==> config.mk <==
export PLATFORM = sky130hd
export DESIGN_NAME = flash_pe_ctrl
export DESIGN_NICKNAME = d
export VERILOG_FILES = /design/src/rtl/fpe_pkg.sv /design/src/rtl/fpe_keylock.sv /design/src/rtl/fpe_busyseq.sv /design/src/rtl/fpe_array.sv /design/src/rtl/flash_pe_ctrl.sv
export SDC_FILE = /design/constraint.sdc
export NUM_CORES = 1
export LEC_CHECK = 0
export CORE_ASPECT_RATIO = 1.75
export CORE_MARGIN = 2
export CORE_UTILIZATION = 45
export DETAILED_ROUTE_END_ITERATION = 10
export DONT_BUFFER_PORTS = 1
export GPL_ROUTABILITY_DRIVEN = 0
export SETUP_SLACK_MARGIN = 0.02
export SYNTH_ARGS = -nofsm -noshare
export SYNTH_HDL_FRONTEND = slang
export SYNTH_SLANG_ARGS = --single-unit
==> constraint.sdc <==
create_clock -name clk -period 3.55 [get_ports clk]
set_input_delay 0.5325 -clock clk [delete_from_list [all_inputs] [get_ports clk]]
set_output_delay 0.5325 -clock clk [all_outputs]
set_load 0.02 [all_outputs]
==> src/rtl/fpe_pkg.sv <==
package fpe_pkg;
  localparam logic [31:0] KEY_FIRST  = 32'h4567_0123;
  localparam logic [31:0] KEY_SECOND = 32'hCDEF_89AB;

  typedef enum logic [1:0] {
    RA_KEY  = 2'd0,
    RA_CTRL = 2'd1,
    RA_STAT = 2'd2,
    RA_ADDR = 2'd3
  } reg_sel_e;

  localparam int CB_PROG   = 0;
  localparam int CB_PERASE = 1;
  localparam int CB_START  = 2;
  localparam int CB_LOCK   = 3;
  localparam int SB_BUSY   = 0;
  localparam int SB_WPERR  = 1;

  typedef enum logic [1:0] {
    KS_ARMED,
    KS_HALF,
    KS_OPEN,
    KS_DEAD
  } key_state_e;

  typedef enum logic {
    OP_PROG,
    OP_ERASE
  } op_kind_e;
endpackage

==> src/rtl/fpe_keylock.sv <==
module fpe_keylock
  import fpe_pkg::*;
(
  input  logic        clk,
  input  logic        rst,
  input  logic        key_wr,
  input  logic [31:0] key_data,
  input  logic        relock,
  output logic        locked
);
  key_state_e state_q;

  always_ff @(posedge clk) begin
    if (rst) begin
      state_q <= KS_ARMED;
    end else if (relock) begin
      if (state_q != KS_DEAD) state_q <= KS_ARMED;
    end else if (key_wr) begin
      case (state_q)
        KS_ARMED: state_q <= (key_data == KEY_FIRST)  ? KS_HALF : KS_DEAD;
        KS_HALF:  state_q <= (key_data == KEY_SECOND) ? KS_OPEN : KS_DEAD;
        default:  state_q <= state_q;
      endcase
    end
  end

  assign locked = (state_q != KS_OPEN);


  dead_sticky_chk: assert property (@(posedge clk) disable iff (rst)
    state_q == KS_DEAD |=> state_q == KS_DEAD);


  open_needs_key_chk: assert property (@(posedge clk) disable iff (rst)
    (state_q == KS_OPEN && $past(state_q) != KS_OPEN) |->
      $past(key_wr && key_data == KEY_SECOND));
endmodule

==> src/rtl/fpe_busyseq.sv <==
module fpe_busyseq
  import fpe_pkg::*;
#(
  parameter int PROG_CYC  = 3,
  parameter int ERASE_CYC = 10
) (
  input  logic clk,
  input  logic rst,
  input  logic go_prog,
  input  logic go_erase,
  output logic busy,
  output logic done_prog,
  output logic done_erase
);
  localparam int MAXC = (PROG_CYC > ERASE_CYC) ? PROG_CYC : ERASE_CYC;
  localparam int CW   = $clog2(MAXC + 1);

  logic [CW-1:0] cnt_q;
  logic          busy_q;
  op_kind_e      kind_q;

  always_ff @(posedge clk) begin
    if (rst) begin
      busy_q <= 1'b0;
      cnt_q  <= '0;
      kind_q <= OP_PROG;
    end else if (busy_q) begin
      if (cnt_q == '0) busy_q <= 1'b0;
      else             cnt_q  <= cnt_q - 1'b1;
    end else if (go_erase) begin
      busy_q <= 1'b1;
      cnt_q  <= CW'(ERASE_CYC - 1);
      kind_q <= OP_ERASE;
    end else if (go_prog) begin
      busy_q <= 1'b1;
      cnt_q  <= CW'(PROG_CYC - 1);
      kind_q <= OP_PROG;
    end
  end

  assign busy       = busy_q;
  assign done_prog  = busy_q && (cnt_q == '0) && (kind_q == OP_PROG);
  assign done_erase = busy_q && (cnt_q == '0) && (kind_q == OP_ERASE);


  busy_hold_chk: assert property (@(posedge clk) disable iff (rst)
    (busy_q && cnt_q != '0) |=> busy_q);


  no_restart_chk: assert property (@(posedge clk) disable iff (rst)
    (go_prog || go_erase) |-> !busy_q);
endmodule

==> src/rtl/fpe_array.sv <==
module fpe_array #(
  parameter int NPAGES  = 8,
  parameter int PAGE_HW = 8,
  localparam int DEPTH = NPAGES * PAGE_HW,
  localparam int IW    = $clog2(DEPTH),
  localparam int PW    = $clog2(NPAGES)
) (
  input  logic          clk,
  input  logic          rst,
  input  logic          rd_en,
  input  logic [IW-1:0] rd_idx,
  output logic [15:0]   rd_data,
  input  logic          cap_en,
  input  logic [IW-1:0] cap_idx,
  output logic [15:0]   old_data,
  input  logic          wr_en,
  input  logic [IW-1:0] wr_idx,
  input  logic [15:0]   wr_data,
  input  logic          erase_en,
  input  logic [PW-1:0] erase_page
);
  logic [15:0]      mem [DEPTH];
  logic [DEPTH-1:0] blank_q;
  logic [15:0]      rd_word_q, cap_word_q;
  logic             rd_blank_q, cap_blank_q;

  always_ff @(posedge clk) begin
    if (wr_en) mem[wr_idx] <= wr_data;
    if (cap_en) cap_word_q <= mem[cap_idx];
  end

  always_ff @(posedge clk) begin
    if (cap_en) cap_blank_q <= blank_q[cap_idx];
  end

  always_ff @(posedge clk) begin
    if (rst) begin
      rd_word_q  <= '0;
      rd_blank_q <= 1'b0;
    end else if (rd_en) begin
      rd_word_q  <= mem[rd_idx];
      rd_blank_q <= blank_q[rd_idx];
    end
  end

  always_ff @(posedge clk) begin
    if (rst) begin
      blank_q <= '1;
    end else begin
      if (erase_en) blank_q[int'(erase_page)*PAGE_HW +: PAGE_HW] <= '1;
      if (wr_en)    blank_q[wr_idx] <= 1'b0;
    end
  end

  assign rd_data  = rd_blank_q  ? 16'hFFFF : rd_word_q;
  assign old_data = cap_blank_q ? 16'hFFFF : cap_word_q;


  blank_stable_chk: assert property (@(posedge clk) disable iff (rst)
    !(wr_en || erase_en) |=> $stable(blank_q));


  erase_fills_chk: assert property (@(posedge clk) disable iff (rst)
    erase_en |=> blank_q[int'($past(erase_page))*PAGE_HW]);
endmodule

==> src/rtl/flash_pe_ctrl.sv <==
module flash_pe_ctrl
  import fpe_pkg::*;
#(
  parameter int NPAGES     = 8,
  parameter int PAGE_BYTES = 16,
  parameter int PROG_CYC   = 3,
  parameter int ERASE_CYC  = 10,
  localparam int AW = $clog2(NPAGES * PAGE_BYTES)
) (
  input  logic              clk,
  input  logic              rst,
  input  logic              reg_wr,
  input  logic              reg_rd,
  input  logic [1:0]        reg_addr,
  input  logic [31:0]       reg_wdata,
  output logic [31:0]       reg_rdata,
  input  logic              mem_wr,
  input  logic              mem_rd,
  input  logic              mem_byte,
  input  logic [AW-1:0]     mem_addr,
  input  logic [15:0]       mem_wdata,
  output logic [15:0]       mem_rdata,
  input  logic [NPAGES-1:0] wp_mask,
  output logic              busy
);
  localparam int PAGE_HW = PAGE_BYTES / 2;
  localparam int OW      = $clog2(PAGE_BYTES);
  localparam int PW      = AW - OW;
  localparam int IW      = AW - 1;

  logic          locked, busy_w, done_prog, done_erase;
  logic          prog_q, per_q, start_q, err_q;
  logic [AW-1:0] addr_q;
  logic [IW-1:0] pg_idx_q;
  logic [15:0]   pg_data_q, old_word, rd_word;
  logic [31:0]   reg_rdata_q;
  logic          rd_byte_q, rd_hi_q;

  reg_sel_e sel;
  assign sel = reg_sel_e'(reg_addr);

  logic wr_ok, key_wr, relock, ctrl_upd, erase_req, erase_prot, go_erase;
  logic prog_req, prog_prot, go_prog, err_set, err_clr;
  logic [PW-1:0] erase_page, prog_page;

  assign wr_ok      = reg_wr && !busy_w;
  assign key_wr     = wr_ok && sel == RA_KEY && locked;
  assign relock     = wr_ok && sel == RA_CTRL && reg_wdata[CB_LOCK];
  assign ctrl_upd   = wr_ok && sel == RA_CTRL && !reg_wdata[CB_LOCK] && !locked;
  assign erase_req  = ctrl_upd && reg_wdata[CB_START] && reg_wdata[CB_PERASE];
  assign erase_page = addr_q[AW-1:OW];
  assign erase_prot = wp_mask[erase_page];
  assign go_erase   = erase_req && !erase_prot;

  assign prog_req   = mem_wr && !reg_wr && !busy_w && prog_q && !locked;
  assign prog_page  = mem_addr[AW-1:OW];
  assign prog_prot  = wp_mask[prog_page];
  assign go_prog    = prog_req && !prog_prot;

  assign err_set = (erase_req && erase_prot) || (prog_req && prog_prot);
  assign err_clr = wr_ok && sel == RA_STAT && reg_wdata[SB_WPERR];

  fpe_keylock u_key (
    .clk      (clk),
    .rst      (rst),
    .key_wr   (key_wr),
    .key_data (reg_wdata),
    .relock   (relock),
    .locked   (locked)
  );

  fpe_busyseq #(.PROG_CYC(PROG_CYC), .ERASE_CYC(ERASE_CYC)) u_seq (
    .clk        (clk),
    .rst        (rst),
    .go_prog    (go_prog),
    .go_erase   (go_erase),
    .busy       (busy_w),
    .done_prog  (done_prog),
    .done_erase (done_erase)
  );

  fpe_array #(.NPAGES(NPAGES), .PAGE_HW(PAGE_HW)) u_arr (
    .clk        (clk),
    .rst        (rst),
    .rd_en      (mem_rd),
    .rd_idx     (mem_addr[AW-1:1]),
    .rd_data    (rd_word),
    .cap_en     (go_prog),
    .cap_idx    (mem_addr[AW-1:1]),
    .old_data   (old_word),
    .wr_en      (done_prog),
    .wr_idx     (pg_idx_q),
    .wr_data    (pg_data_q & old_word),
    .erase_en   (done_erase),
    .erase_page (erase_page)
  );

  always_ff @(posedge clk) begin
    if (rst) begin
      prog_q  <= 1'b0;
      per_q   <= 1'b0;
      start_q <= 1'b0;
      err_q   <= 1'b0;
      addr_q  <= '0;
    end else begin
      if (relock) begin
        prog_q <= 1'b0;
        per_q  <= 1'b0;
      end else if (ctrl_upd) begin
        prog_q <= reg_wdata[CB_PROG];
        per_q  <= reg_wdata[CB_PERASE];
      end
      if (go_erase)        start_q <= 1'b1;
      else if (done_erase) start_q <= 1'b0;
      if (err_set)         err_q <= 1'b1;
      else if (err_clr)    err_q <= 1'b0;
      if (wr_ok && sel == RA_ADDR) addr_q <= reg_wdata[AW-1:0];
    end
  end

  always_ff @(posedge clk) begin
    if (go_prog) begin
      pg_idx_q  <= mem_addr[AW-1:1];
      pg_data_q <= mem_wdata;
    end
  end

  always_ff @(posedge clk) begin
    if (rst) begin
      reg_rdata_q <= '0;
      rd_byte_q   <= 1'b0;
      rd_hi_q     <= 1'b0;
    end else begin
      if (reg_rd) begin
        case (sel)
          RA_CTRL: reg_rdata_q <= 32'({locked, start_q, per_q, prog_q});
          RA_STAT: reg_rdata_q <= 32'({err_q, busy_w});
          RA_ADDR: reg_rdata_q <= 32'(addr_q);
          default: reg_rdata_q <= '0;
        endcase
      end
      if (mem_rd) begin
        rd_byte_q <= mem_byte;
        rd_hi_q   <= mem_addr[0];
      end
    end
  end

  assign reg_rdata = reg_rdata_q;
  assign mem_rdata = rd_byte_q ? {8'h00, (rd_hi_q ? rd_word[15:8] : rd_word[7:0])} : rd_word;
  assign busy      = busy_w;


  start_implies_erase_chk: assert property (@(posedge clk) disable iff (rst)
    start_q |-> (per_q && busy_w));


  locked_quiet_chk: assert property (@(posedge clk) disable iff (rst)
    locked |-> (!prog_q && !per_q && !start_q));


  err_rise_chk: assert property (@(posedge clk) disable iff (rst)
    $rose(err_q) |-> $past(mem_wr || reg_wr));


  prot_no_busy_chk: assert property (@(posedge clk) disable iff (rst)
    (err_set && !busy_w) |=> !busy_w);
endmodule

# Word-level counts from Yosys, hierarchy flattened
# Memories as Yosys holds them, arrays and structs flattened.
# Index checks and enable logic that the tools add are counted.
[classes] addsub=2 order_cmp=5 eq_ne=10 shifts=2 mux=39 bitwise_logic=5 n_reduce_logical=44
[ops] operator="$mux 64" count=3
[ops] operator="$and 64x64->64" count=1
[ops] operator="$bwmux 64" count=1
[ops] operator="$not 64->64" count=1
[ops] operator="$shift 8x33->64 const A" count=1
[ops] operator="$shiftx 8x33->64 const A" count=1
[ops] operator="$mux 16" count=3
[ops] operator="$neg 6->33" count=1
[ops] operator="$eq 32x31->1 const B" count=1
[ops] operator="$eq 32x32->1 const B" count=1
[ops] operator="$logic_and 1x1->1" count=24
[ops] operator="$pmux 7 s3" count=1
[ops] operator="$mux 1" count=17
[ops] operator="$and 16x16->16" count=1
[ops] operator="$mux 4" count=4
[ops] operator="$lt 6x7->1 const B" count=2
[ops] operator="$lt 3x4->1 const B" count=2
[ops] operator="$mux 2" count=4
[ops] operator="$mux 8" count=1
[ops] operator="$reduce_bool 2->1" count=4
[ops] operator="$bmux 1 s3" count=2
[ops] operator="$bmux 1 s6" count=1
[ops] operator="$demux 1 s6" count=1
[ops] operator="$ge 6x1->1 const B" count=1
[ops] operator="15 further kinds" count=28
[word_totals] register_bits=173 mem_bits_rw=1024 in_bits=72 output_inout_bits=49 wordCells=127 n_memories=1
[memory_table] memory="u_arr.mem" words=64 width=16 rd=1 rd_clocked_by_memory_dff=0 write_ports=1 line_no="fpe_array.sv:22" text="logic [15:0] mem [DEPTH];"

# Logic depth before layout (Yosys ltp)
[depth] word_depth=10 mapped_depth=9 mapped_depth_nobuf=7

# Modules after synthesis
# From an unflattened synthesis, not the netlist that was laid out.
[unflattened] hier_cells=3116 area_unflattened_um2=54617.4
[by_module_without_submodules] module="fpe_array" instances=1 cells_each=2855 area_per_inst_um2=51909.8 seq_area_each_um2=32881.5
[by_module_without_submodules] module="flash_pe_ctrl" instances=1 cells_each=197 area_per_inst_um2=2147.1 seq_area_each_um2=1061.0
[by_module_without_submodules] module="fpe_busyseq" instances=1 cells_each=38 area_per_inst_um2=315.3 seq_area_each_um2=120.1
[by_module_without_submodules] module="fpe_keylock" instances=1 cells_each=26 area_per_inst_um2=245.2 seq_area_each_um2=40.0

# Worst setup path after synthesis
# OpenSTA, ideal clock, no wires.
[synth_path] kind="reg2reg" start="register u_seq.busy_q, in the netlist u_seq.busy" end="memory u_arr.mem[61][0], enable pin" setup_ps=390 arrival_ps=2270 path_slack_ps=890 path_stages_with_launch=6 n_path_buf=1 synth_period_minus_slack_ps=2660 path_cell_list="dfxtp_1 buf_2 and4bb_1 nor3b_1 nand3_1 nor2_1"
[synth_via] elab_chain_len=4
[synth_rtl] element="start: declaration" line_no="fpe_busyseq.sv:19" text="logic busy_q;"
[synth_rtl] element="start signal: assignment" line_no="fpe_busyseq.sv:24" text="busy_q <= 1'b0;"
[synth_rtl] element="start signal: assignment" line_no="fpe_busyseq.sv:28" text="if (cnt_q == '0) busy_q <= 1'b0;"
[synth_rtl] element="start signal: assignment" line_no="fpe_busyseq.sv:31" text="busy_q <= 1'b1;"
[synth_rtl] element="$logic_and 1x1->1 (2 in series)" line_no="fpe_busyseq.sv:42" text="assign done_prog = busy_q && (cnt_q == '0) && (kind_q == OP_PROG);"
[synth_rtl] element="$mux 1" line_no="fpe_array.sv:28" text="if (wr_en) mem[wr_idx] <= wr_data;"
[synth_rtl] element="$mux 1 (not written as such)" line_no="fpe_array.sv:28"
[synth_rtl] element="end: declaration" line_no="fpe_array.sv:22"
# Every way passes these cells.

# Worst setup path in the final report
[layout_path] start="register u_seq.cnt_q[0]" end="memory u_arr.mem[39][13], enable pin"
[layout_via] elab_chain_len=5
[layout_rtl] element="start: declaration" line_no="fpe_busyseq.sv:18" text="logic [CW-1:0] cnt_q;"
[layout_rtl] element="start signal: assignment" line_no="fpe_busyseq.sv:29" text="else cnt_q <= cnt_q - 1'b1;"
[layout_rtl] element="start signal: assignment" line_no="fpe_busyseq.sv:32" text="cnt_q <= CW'(ERASE_CYC - 1);"
[layout_rtl] element="start signal: assignment" line_no="fpe_busyseq.sv:36" text="cnt_q <= CW'(PROG_CYC - 1);"
[layout_rtl] element="$logic_not 4->1" line_no="fpe_busyseq.sv:42"
[layout_rtl] element="$logic_and 1x1->1 (2 in series)" line_no="fpe_busyseq.sv:42"
[layout_rtl] element="$mux 1" line_no="fpe_array.sv:28"
[layout_rtl] element="$mux 1 (not written as such)" line_no="fpe_array.sv:28"
# Every way passes these cells.

==> metrics <==
worst-path cell with the longest stage delay=nand3_1; synthesized cell area=46500 sq um; register bit total from synthesis=~1200; max frequency=341 MHz; max capacitance violation total=0; setup TNS=0 ps; drt pass-1 iters=5; Clock Pin Slew Worst Setup and Hold Paths=70 ps; outcome=finished clean; highest metal used=met5; initial antenna violation count=7; critical path cell sequence=inv_1, ha_1, and4bb_1, and3b_1, nand3_1, nor2_1, buf_4; warnings from Yosys=0; Clock Latency Late Sink=710 ps; CP Class=reg2reg; met3 wire len=approximately 8.3 mm; CTS tree=built; main flop type after synthesis=edfxtp_1; crit path buf inv count=2; Vias=24300; Initial Util=45.3%; die area=106000 sq um; slew margin rel.=22.0%; dpl hpwl=76.8 mm; clock sink count=1172; Clock Skew=~33 ps; M1 WL=43.9 mm; ANT nets after route=0; Chip Height=429 microns; sequential share of power=54.9%; P per Cell Area=between 500 and 600 nW/um^2; startpoint types=register; Routed Wire Length=125 mm; CP top delay family=simple AND/OR/NAND/NOR gates; Post-synth EDFFs=around 1100; most common cell after layout, fill and taps aside=edfxtp_1; CP arrival=3290 ps; fillers=8225; share of cells above drive strength 1=just over 20%; Tcrit/Tclk final=82.5%; Buffers on Ports=0; Internal=approximately 22 mW; row count=156; I/O pin count=approximately 120; P_leak=17.2 nW; Hold Fails Final Rpt=0; Pwr Total=around 27 mW; drt wl/cell=just over 30 microns; sw frac=about a fifth; Area Overhead vs Synth=11.5%; CTS resizes=0; Switching Power=5.45 mW; Clk pwr share=41.7%; Final min period=~3000 ps; setup violators final=0; 1st-iter DRT viols=2661; clock root buffer=clkbuf_16; global route overflow=0; register area share after synthesis=73.3%; Via density=6.00; Worst Hold Class=in2reg; RSZ-0062 raised after global routing=false; Post-Syn Instances=between 2000 and 3000; CP Max Fanout=17; Post-route DRC=0; met2 routed WL=64.6 mm; syn_area_per_cell=18.5 sq um; Die X=about 250 microns; CP max stage delay=630 ps; total track usage=between 20% and 30%; CP Data Required Time=a little under 4000 ps; Comb pwr share=about 3.5%; Max clock buf depth=3; Unique masters post-synth=64; Async S/R FF share, synth=0%; Final nets=2695; Slew Limit Fails=0; Worst-Margin Slew=about 1200 ps; CTS buffer count=102; H-tree Lvls=3; first-pass GRT wire length=between 150 and 200 mm; core area=103000 sq um; most frequent cells in the layout=1063 x edfxtp_1, 208 x mux4_2, 197 x nor2_1; vias in the first global route=approximately 25000; largest net degree at the start of global routing=285; Setup crit end kind=register; VDD IR max=around 0.39 mV
-- worst register-to-register path: cells and delay by family, from the launching register on --
kind | cells | cell delay (ps)
and+or+nand+nor | 4 | 1610
DFF | 1 | 320
buffers and inverters | 2 | 440
adders and majority gates | 1 | 210
-- cells in the mapped netlist (5+ instances only) --
library cell | n | area, sq um
edfxtp_1 | 1063 | 31900
mux4_2 | 208 | 4680
nor2_1 | 203 | 762
mux2i_1 | 155 | 1550
nand2_1 | 117 | 439
dfxtp_1 | 109 | 2180
o21bai_1 | 64 | 480
mux2_2 | 54 | 608
buf_4 | 45 | 338
clkbuf_1 | 40 | 150
a22o_1 | 34 | 298
buf_6 | 33 | 372
buf_2 | 31 | 155
nand2b_1 | 31 | 194
o21ai_0 | 29 | 145
nand4_1 | 25 | 156
nor2b_1 | 22 | 138
a31oi_1 | 20 | 125
a311oi_1 | 17 | 149
o21a_1 | 17 | 128
o22ai_1 | 17 | 106
o2111ai_1 | 16 | 140
a2111oi_0 | 13 | 114
o31ai_1 | 13 | 97.6
a211o_1 | 12 | 105
a21oi_1 | 10 | 50.1
nand3_1 | 9 | 45.0
and3_1 | 8 | 50.1
nand3b_1 | 8 | 60.1
o21ai_1 | 7 | 35.0
buf_1 | 6 | 22.5
inv_1 | 6 | 22.5
buf_12 | 5 | 100
nor4_1 | 5 | 31.3
-- final cells by class --
| type | count | area (sq um) | area share (%) |
|---|---|---|---|
| clock buffers | 144 | 2890 | 5.58 |
| multi-input cells | 1191 | 11400 | 22.0 |
| well taps | 1343 | 1680 | 3.24 |
| inverters | 6 | 22.5 | 0.0434 |
| repair buffers | 146 | 1310 | 2.53 |
| diodes | 2 | 5.00 | 0.00964 |
| clock inverters | 45 | 478 | 0.921 |
| flip-flops and latches | 1172 | 34100 | 65.7 |
-- power groups by stage --
stage	clock network, mW	logic (mW)	registers (mW)
5_1_grt	12.0	0.971	14.9
6_report	11.3	0.940	14.9
4_1_cts	11.5	0.935	14.9
3_3_place_gp	0	0.856	15.2
2_1_floorplan	0	0.887	15.2
3_5_place_dp	0	0.859	15.2
-- registers in the layout, summed over array words and instances, names as in the netlist, 2 cells and up --
name and flops:
u_arr.mem 1024, u_arr.blank_q 64, pg_data_q 16, u_arr.cap_word_q 16, u_arr.rd_word_q 16, addr_q 7
reg_rdata 7, pg_idx_q 6, u_seq.cnt_q 4, u_key.state_q 2
-- routing by layer --
layer,vias to the layer above,global-route usage (%)
li1,10200,-
met1,12800,27.7
met2,1050,41.0
met3,237,3.58
met4,4,13.6
met5,-,0
-- timing repair --
item | in CTS | in global routing
endpoints found under the hold margin | 126 | 0
hold buffers | 36 | 0
setup buffers | 0 | 0
-- cell families (layout without fill, tap and decap cells) --
kind of cell    after synthesis  count (layout)  synth area share, %
simple gates                458             458                 4.60
compound gates              283             283                 4.48
other cells                   1              27              0.00806
buf+inv                     172             341                 2.62
fa+ha+maj                     4               4                0.108
mux                         421             421                 14.9
flops                      1172            1172                 73.3
-- final timing paths --
path / startpoint / end / slack (ps) / depth (start not counted)
max: u_seq.cnt_q[0] / u_arr.mem[39][13] / 620 / 7
min: reg_addr[0] / reg_rdata[4] / 50 / 2
max reg2reg: u_seq.cnt_q[0] / u_arr.mem[39][13] / 620 / 7
min reg2reg: start_q / start_q / 460 / 2
-- per-stage QoR --
step	instance area [sq um]	hold slack, ps	instances	utilization [%]	setup slack (ps)
after floorplan	46600	434	2535	-	890
after global placement	48100	444	3822	46.8	581
after detailed placement	48100	443	3822	46.8	633
after CTS	51900	0.00872	4047	50.4	684
after global routing	51900	29.7	4048	50.4	418
final	51900	50.4	4049	50.4	621
(Power assumes the default switching activity.)
